## config.mk

```make
export PLATFORM = sky130hd
export DESIGN_NAME = fold_hist_reg
export DESIGN_NICKNAME = d
export VERILOG_FILES = /design/src/rtl/fhist_pkg.sv /design/src/rtl/fhist_merge.sv /design/src/rtl/fhist_rotl.sv /design/src/rtl/fhist_short.sv /design/src/rtl/fold_hist_reg.sv
export SDC_FILE = /design/constraint.sdc
export NUM_CORES = 1
export LEC_CHECK = 0
export CAP_MARGIN = 20
export CORE_MARGIN = 4
export CORE_UTILIZATION = 25
export DETAILED_ROUTE_END_ITERATION = 8
export PLACE_DENSITY = 0.47
export REMOVE_ABC_BUFFERS = 1
export SLEW_MARGIN = 25
export SYNTH_ARGS = -nofsm -noshare
export SYNTH_HDL_FRONTEND = slang
export SYNTH_SLANG_ARGS = --single-unit
```

## constraint.sdc

```tcl
create_clock -name clk -period 1.7 [get_ports clk]
set_input_delay 0.34 -clock clk [delete_from_list [all_inputs] [get_ports clk]]
set_output_delay 0.34 -clock clk [all_outputs]
set_load 0.03 [all_outputs]
```

## src/rtl/fhist_pkg.sv

```systemverilog
package fhist_pkg;

  // Folded position of the i-th leaving bit (history index L-1-i)
  function automatic int fh_leave_pos(int hist_len, int fold_len, int i);
    return (hist_len - 1 - i) % fold_len;
  endfunction

  // A leaving bit is XORed out only if it wrapped onto a lower chunk
  function automatic bit fh_leave_wraps(int hist_len, int fold_len, int i);
    return (hist_len - 1 - i) >= fold_len;
  endfunction

endpackage

```

## src/rtl/fhist_merge.sv

```systemverilog
module fhist_merge
  import fhist_pkg::*;
#(
  parameter int HIST_LEN = 13,
  parameter int FOLD_LEN = 8,
  parameter int MAX_UPD  = 2,
  parameter int NUM_W    = $clog2(MAX_UPD + 1)
) (
  input  logic [FOLD_LEN-1:0] cur,
  input  logic [NUM_W-1:0]    num,
  input  logic                taken,
  input  logic [MAX_UPD-1:0]  old_bits,
  output logic [FOLD_LEN-1:0] merged
);

  logic [31:0]         num32;
  logic [FOLD_LEN-1:0] keep;
  logic [MAX_UPD-1:0]  old_m;
  logic [MAX_UPD-1:0]  new_m;

  assign num32 = 32'(num);

  // Folded bits whose content slides beyond the window are dropped
  for (genvar k = 0; k < FOLD_LEN; k++) begin : g_keep
    assign keep[k] = cur[k] & ~(num32 >= 32'(HIST_LEN - k));
  end

  for (genvar i = 0; i < MAX_UPD; i++) begin : g_slot
    assign old_m[i] = old_bits[i] & (num32 > 32'(i));
    assign new_m[i] = taken & (num32 == 32'(i + 1));
  end

  always_comb begin
    merged = keep;
    for (int i = 0; i < MAX_UPD; i++) begin
      if (fh_leave_wraps(HIST_LEN, FOLD_LEN, i))
        merged[fh_leave_pos(HIST_LEN, FOLD_LEN, i)] ^= old_m[i];
      merged[FOLD_LEN-1-i] ^= new_m[i];
    end
  end


  always_comb begin
    if (num == '0) idle_passthru_chk : assert (merged == cur);
  end

endmodule

```

## src/rtl/fhist_rotl.sv

```systemverilog
module fhist_rotl #(
  parameter int FOLD_LEN = 8,
  parameter int MAX_UPD  = 2,
  parameter int NUM_W    = $clog2(MAX_UPD + 1)
) (
  input  logic [FOLD_LEN-1:0] din,
  input  logic [NUM_W-1:0]    amt,
  output logic [FOLD_LEN-1:0] dout
);

  logic [2*FOLD_LEN-1:0] dbl;
  logic [FOLD_LEN-1:0]   cand [MAX_UPD+1];

  assign dbl = {din, din};

  for (genvar s = 0; s <= MAX_UPD; s++) begin : g_amt
    assign cand[s] = dbl[2*FOLD_LEN-1-s -: FOLD_LEN];
  end

  assign dout = (32'(amt) <= 32'(MAX_UPD)) ? cand[amt] : din;


  always_comb begin
    rot_ones_chk : assert ($countones(dout) == $countones(din));
  end

endmodule

```

## src/rtl/fhist_short.sv

```systemverilog
module fhist_short #(
  parameter int HIST_LEN = 6,
  parameter int FOLD_LEN = 8,
  parameter int MAX_UPD  = 2,
  parameter int NUM_W    = $clog2(MAX_UPD + 1)
) (
  input  logic [FOLD_LEN-1:0] cur,
  input  logic [NUM_W-1:0]    num,
  input  logic                taken,
  output logic [FOLD_LEN-1:0] nxt
);

  localparam logic [FOLD_LEN-1:0] WIN_MASK = {FOLD_LEN{1'b1}} >> (FOLD_LEN - HIST_LEN);

  logic [FOLD_LEN-1:0] shifted;
  logic                ins;

  assign ins     = taken & (num != '0);
  assign shifted = cur << num;
  assign nxt     = (shifted | FOLD_LEN'(ins)) & WIN_MASK;

endmodule

```

## src/rtl/fold_hist_reg.sv

```systemverilog
module fold_hist_reg #(
  parameter int HIST_LEN = 13,
  parameter int FOLD_LEN = 8,
  parameter int MAX_UPD  = 2,
  localparam int NUM_W   = $clog2(MAX_UPD + 1)
) (
  input  logic                clk,
  input  logic                rst,
  input  logic [NUM_W-1:0]    upd_num,
  input  logic                upd_taken,
  input  logic [MAX_UPD-1:0]  old_bits,
  output logic [FOLD_LEN-1:0] folded
);

  localparam bit WRAPPING = HIST_LEN > FOLD_LEN;

  logic [FOLD_LEN-1:0] nxt;

  if (WRAPPING) begin : g_wrap
    logic [FOLD_LEN-1:0] merged;

    fhist_merge #(
      .HIST_LEN(HIST_LEN), .FOLD_LEN(FOLD_LEN), .MAX_UPD(MAX_UPD), .NUM_W(NUM_W)
    ) u_merge (
      .cur(folded), .num(upd_num), .taken(upd_taken),
      .old_bits(old_bits), .merged(merged)
    );

    fhist_rotl #(
      .FOLD_LEN(FOLD_LEN), .MAX_UPD(MAX_UPD), .NUM_W(NUM_W)
    ) u_rot (
      .din(merged), .amt(upd_num), .dout(nxt)
    );
  end else begin : g_plain
    fhist_short #(
      .HIST_LEN(HIST_LEN), .FOLD_LEN(FOLD_LEN), .MAX_UPD(MAX_UPD), .NUM_W(NUM_W)
    ) u_shift (
      .cur(folded), .num(upd_num), .taken(upd_taken), .nxt(nxt)
    );
  end

  always_ff @(posedge clk) begin
    if (rst) folded <= '0;
    else     folded <= nxt;
  end

  // Parity of the bits leaving the window (inputs per R5)
  logic leave_par;
  always_comb begin
    leave_par = 1'b0;
    for (int i = 0; i < MAX_UPD; i++)
      if (32'(upd_num) > 32'(i)) leave_par ^= old_bits[i];
  end


  rst_clear_chk : assert property (@(posedge clk) rst |=> folded == '0);


  idle_hold_chk : assert property (@(posedge clk) disable iff (rst)
    (upd_num == '0) |=> $stable(folded));


  num_range_chk : assert property (@(posedge clk) disable iff (rst)
    32'(upd_num) <= 32'(MAX_UPD));


  fold_parity_chk : assert property (@(posedge clk) disable iff (rst)
    1'b1 |=> (^folded) == $past((^folded) ^ leave_par ^ (upd_taken & (upd_num != '0))));

  if (!WRAPPING) begin : g_plain_chk

    plain_lsb_chk : assert property (@(posedge clk) disable iff (rst)
      (upd_num != '0) |=> folded[0] == $past(upd_taken));
  end

endmodule

```

==> summary.md <==
### Outcome
- status: finished, final reports clean

### Detailed routing
- DRT Wirelength: 1.437 mm
- Vias per Instance: 4.661
- violation count after the first detailed-route iteration: 7
- average routed wire per standard cell: 12.50 um
- DRC violation count after routing: 0
- vias after detailed routing: 536
- remaining antenna violation count: 0
- first drt pass iteration count: 4

### Power
- switching power: 0.1444 mW
- Pwr per Cell Area: 604.8 nW/um^2
- share of total power consumed by net switching: 0.2931
- worst supply voltage drop on vdd: 0.0003810 V
- overall power: 0.4926 mW
- clock share of power: 0.296
- total internal power: 0.3482 mW
- power share of the combinational group: 0.293
- cell leakage power: 0.3718 nW
- proportion of power drawn by flip-flops and latches: 0.411

### Clock network
- number of buffers inserted by hold repair at cts: 0
- number of buffers added for setup after CTS: 0
- CTS H-tree lvls: 1
- number of sinks on the clock net: 8
- total clock buffers created by CTS: 3
- clock root buffer master: sky130_fd_sc_hd__clkbuf_4
- clock-pin slew of the registers on the worst-case setup and hold paths: 0.05 ns
- Bufs on Longest Clock Path: 2
- clock tree from TritonCTS: yes
- clock latency reported for the late side of the worst-skew pair: 0.25 ns

### Global routing
- met1 layer usage reported by global route: 0.1452
- GRT Total Usage: 0.1168
- grt met2 use: 0.1878
- total overflow reported by the global router: 0
- grt peak-use layer: met2
- first-pass GRT wire length: 2.408 mm
- number of global-route vias before repair: 534
- pin count of the biggest net entering global routing: 7
- number of antenna violations at the first check in global routing: 0
- Global Route met3 Usage: 0.04507

### Synthesis
- Cells after Synth: 59
- area of the mapped netlist: 516.7 um^2
- fraction of post-synthesis cell area in the top cell type by area: 0.3099
- Synth async-reset ratio: 0
- cell type with the largest total area after synthesis: sky130_fd_sc_hd__dfxtp_1
- post-synthesis sequential area ratio: 0.3099
- number of enable-type register cells in the synthesized netlist: 0
- post-synthesis sequential element count: 8
- main area contributors after synthesis: sky130_fd_sc_hd__dfxtp_1 (31%), sky130_fd_sc_hd__ha_1 (9.7%), sky130_fd_sc_hd__nand3_1 (5.8%)
- number of warning messages in the yosys log: 0
- post-synth cell types: 27
- Top FF cell, synth: sky130_fd_sc_hd__dfxtp_1
- post-synthesis area per instance: 8.758 um^2

### Worst setup path
- largest driver fanout on the critical path: 4
- type of destination of the critical path: output pin
- worst-path cell with the longest stage delay: sky130_fd_sc_hd__clkdlybuf4s50_1
- logic depth of the worst register-to-register path: 3
- type of the worst setup path: reg2out
- count of buffer and inverter cells on the critical path: 1
- worst endpoint data arrival time: 1.31 ns
- list of cells traversed by the critical path: clkdlybuf4s50_1
- startpoint type of the worst setup path: flip-flop
- kind of cell adding the most delay to the critical path: buffers and inverters
- required time worst endpoint: 1.36 ns
- largest stage delay on the critical path: 0.69 ns
- CP Depth: 1

### Run
- Maximum Capacitance Violations: 0

### Final layout
- Biggest register: folded
- fraction of final layout cells sized beyond drive strength 1: 0.2727
- antenna diode instance count: 0
- Top Registers: folded: 8 flops
- number of flip-flops under the largest register name: 8
- synthesis-to-layout area growth: 57.63%
- layout net count: 101

### Timing
- final setup fails: 0
- fin crit period: 1.649 ns
- share of the clock period used by the worst path: 0.9700
- Worst Clk Skew: 0.0003128 ns
- maximum achievable frequency: 606.4 MHz
- fin. max-slew vios: 0
- slew margin rel.: 0.7905
- final hold viol count: 0
- Worst Tran Pin Value: 0.3132 ns
- worst hold-check slack: 0.5309 ns

### Die
- Die Y-Extent: 53.47 um
- I/O Pins: 15
- Core ar.: 1962 um^2
- starting utilization of the core area: 0.2634
- floorplan row count: 16
- area of the die: 2859 um^2
- x dimension of the die: 53.47 um

### Min path
- path type of the worst min-delay path: reg2reg
- Min-Delay Path Depth: 2

### Placement
- total of buffers placed on input and output ports: 14
- detailed placement HPWL: 1.148 mm
- final weighted congestion in routability-driven placement: 0.7574

power groups by stage:
stage	combinational, mW	clock, mW	sequential, mW
after floorplan	0.0546	0	0.220
after global placement	0.145	0	0.206
after detailed placement	0.144	0	0.206
after CTS	0.143	0.151	0.202
after global routing	0.157	0.159	0.204
final	0.144	0.146	0.203
synth_stat cells (all sizes together), types with 3 or more instances:
cell type,count
inv,4
a22oi,3
nor2b,3
xnor2,3
ha,4
nand2,4
nor2,4
dfxtp,8
o21ai,3
nand3,6
path summary, 6_finish.rpt:
| check | from | to | slack, ns |
|---|---|---|---|
| setup / recovery | folded[2] | folded[2] | 0.05 |
| hold reg to reg | folded[0] | folded[0] | 0.53 |
| hold / removal | folded[0] | folded[0] | 0.53 |
| setup reg to reg | folded[3] | folded[3] | 0.68 |
per-layer routing:
metal	share of wire	routed length (um)
met5	0	0
met4	0.0097	14
met3	0.051	74
met2	0.47	682
met1	0.46	665
cell type report:
cell class              count  area, um^2
repair buffers             26       231.5
multi-input cells          47       351.6
well taps                  27       33.78
flip-flops and latches      8       160.2
clock buffers               3       22.52
fillers                   218        1147
inverters                   4       15.01
through the flow:
step / cell area (um^2) / TNS, ns / setup WS, ns / cells / util
floorplan: 516.7 / 0 / 0.4150 / 59 / -
global placement: 780.7 / -1.211 / -0.2378 / 112 / 0.3980
detailed placement: 780.7 / -1.181 / -0.1988 / 112 / 0.3980
CTS: 799.5 / 0 / 0.03120 / 115 / 0.4075
global route: 814.5 / -0.001017 / -0.001017 / 115 / 0.4152
finish: 814.5 / 0 / 0.05105 / 115 / 0.4152
cell usage in the layout (no fill, tap or decap), types with 2 or more instances in the layout:
cell / instances
sky130_fd_sc_hd__a31oi_1: 2
sky130_fd_sc_hd__a22oi_1: 3
sky130_fd_sc_hd__inv_1: 2
sky130_fd_sc_hd__a22o_1: 2
sky130_fd_sc_hd__nand2_1: 4
sky130_fd_sc_hd__clkdlybuf4s50_1: 9
sky130_fd_sc_hd__dfxtp_1: 8
sky130_fd_sc_hd__clkbuf_4: 3
sky130_fd_sc_hd__nand2b_1: 2
sky130_fd_sc_hd__dlygate4sd2_1: 3
sky130_fd_sc_hd__o21ai_0: 2
sky130_fd_sc_hd__nor2b_2: 2
sky130_fd_sc_hd__xnor2_1: 3
sky130_fd_sc_hd__dlymetal6s2s_1: 2
sky130_fd_sc_hd__nor2_1: 3
sky130_fd_sc_hd__buf_4: 12
sky130_fd_sc_hd__ha_1: 4
sky130_fd_sc_hd__inv_2: 2
sky130_fd_sc_hd__nand3_1: 6
logic make-up after synthesis:
logic type      Yosys count  synth area share
compound gates           15            0.2155
xor+xnor                  5           0.08476
fa+ha+maj                 4           0.09686
buf+inv                   4           0.02905
flops                     8            0.3099
mux                       1           0.02905
simple gates             22            0.2349
repair_timing:
action,CTS,global route
pin swaps,0,0
resized for setup,3,5
endpoints found under the setup margin,3,4
(Power assumes the default switching activity.)
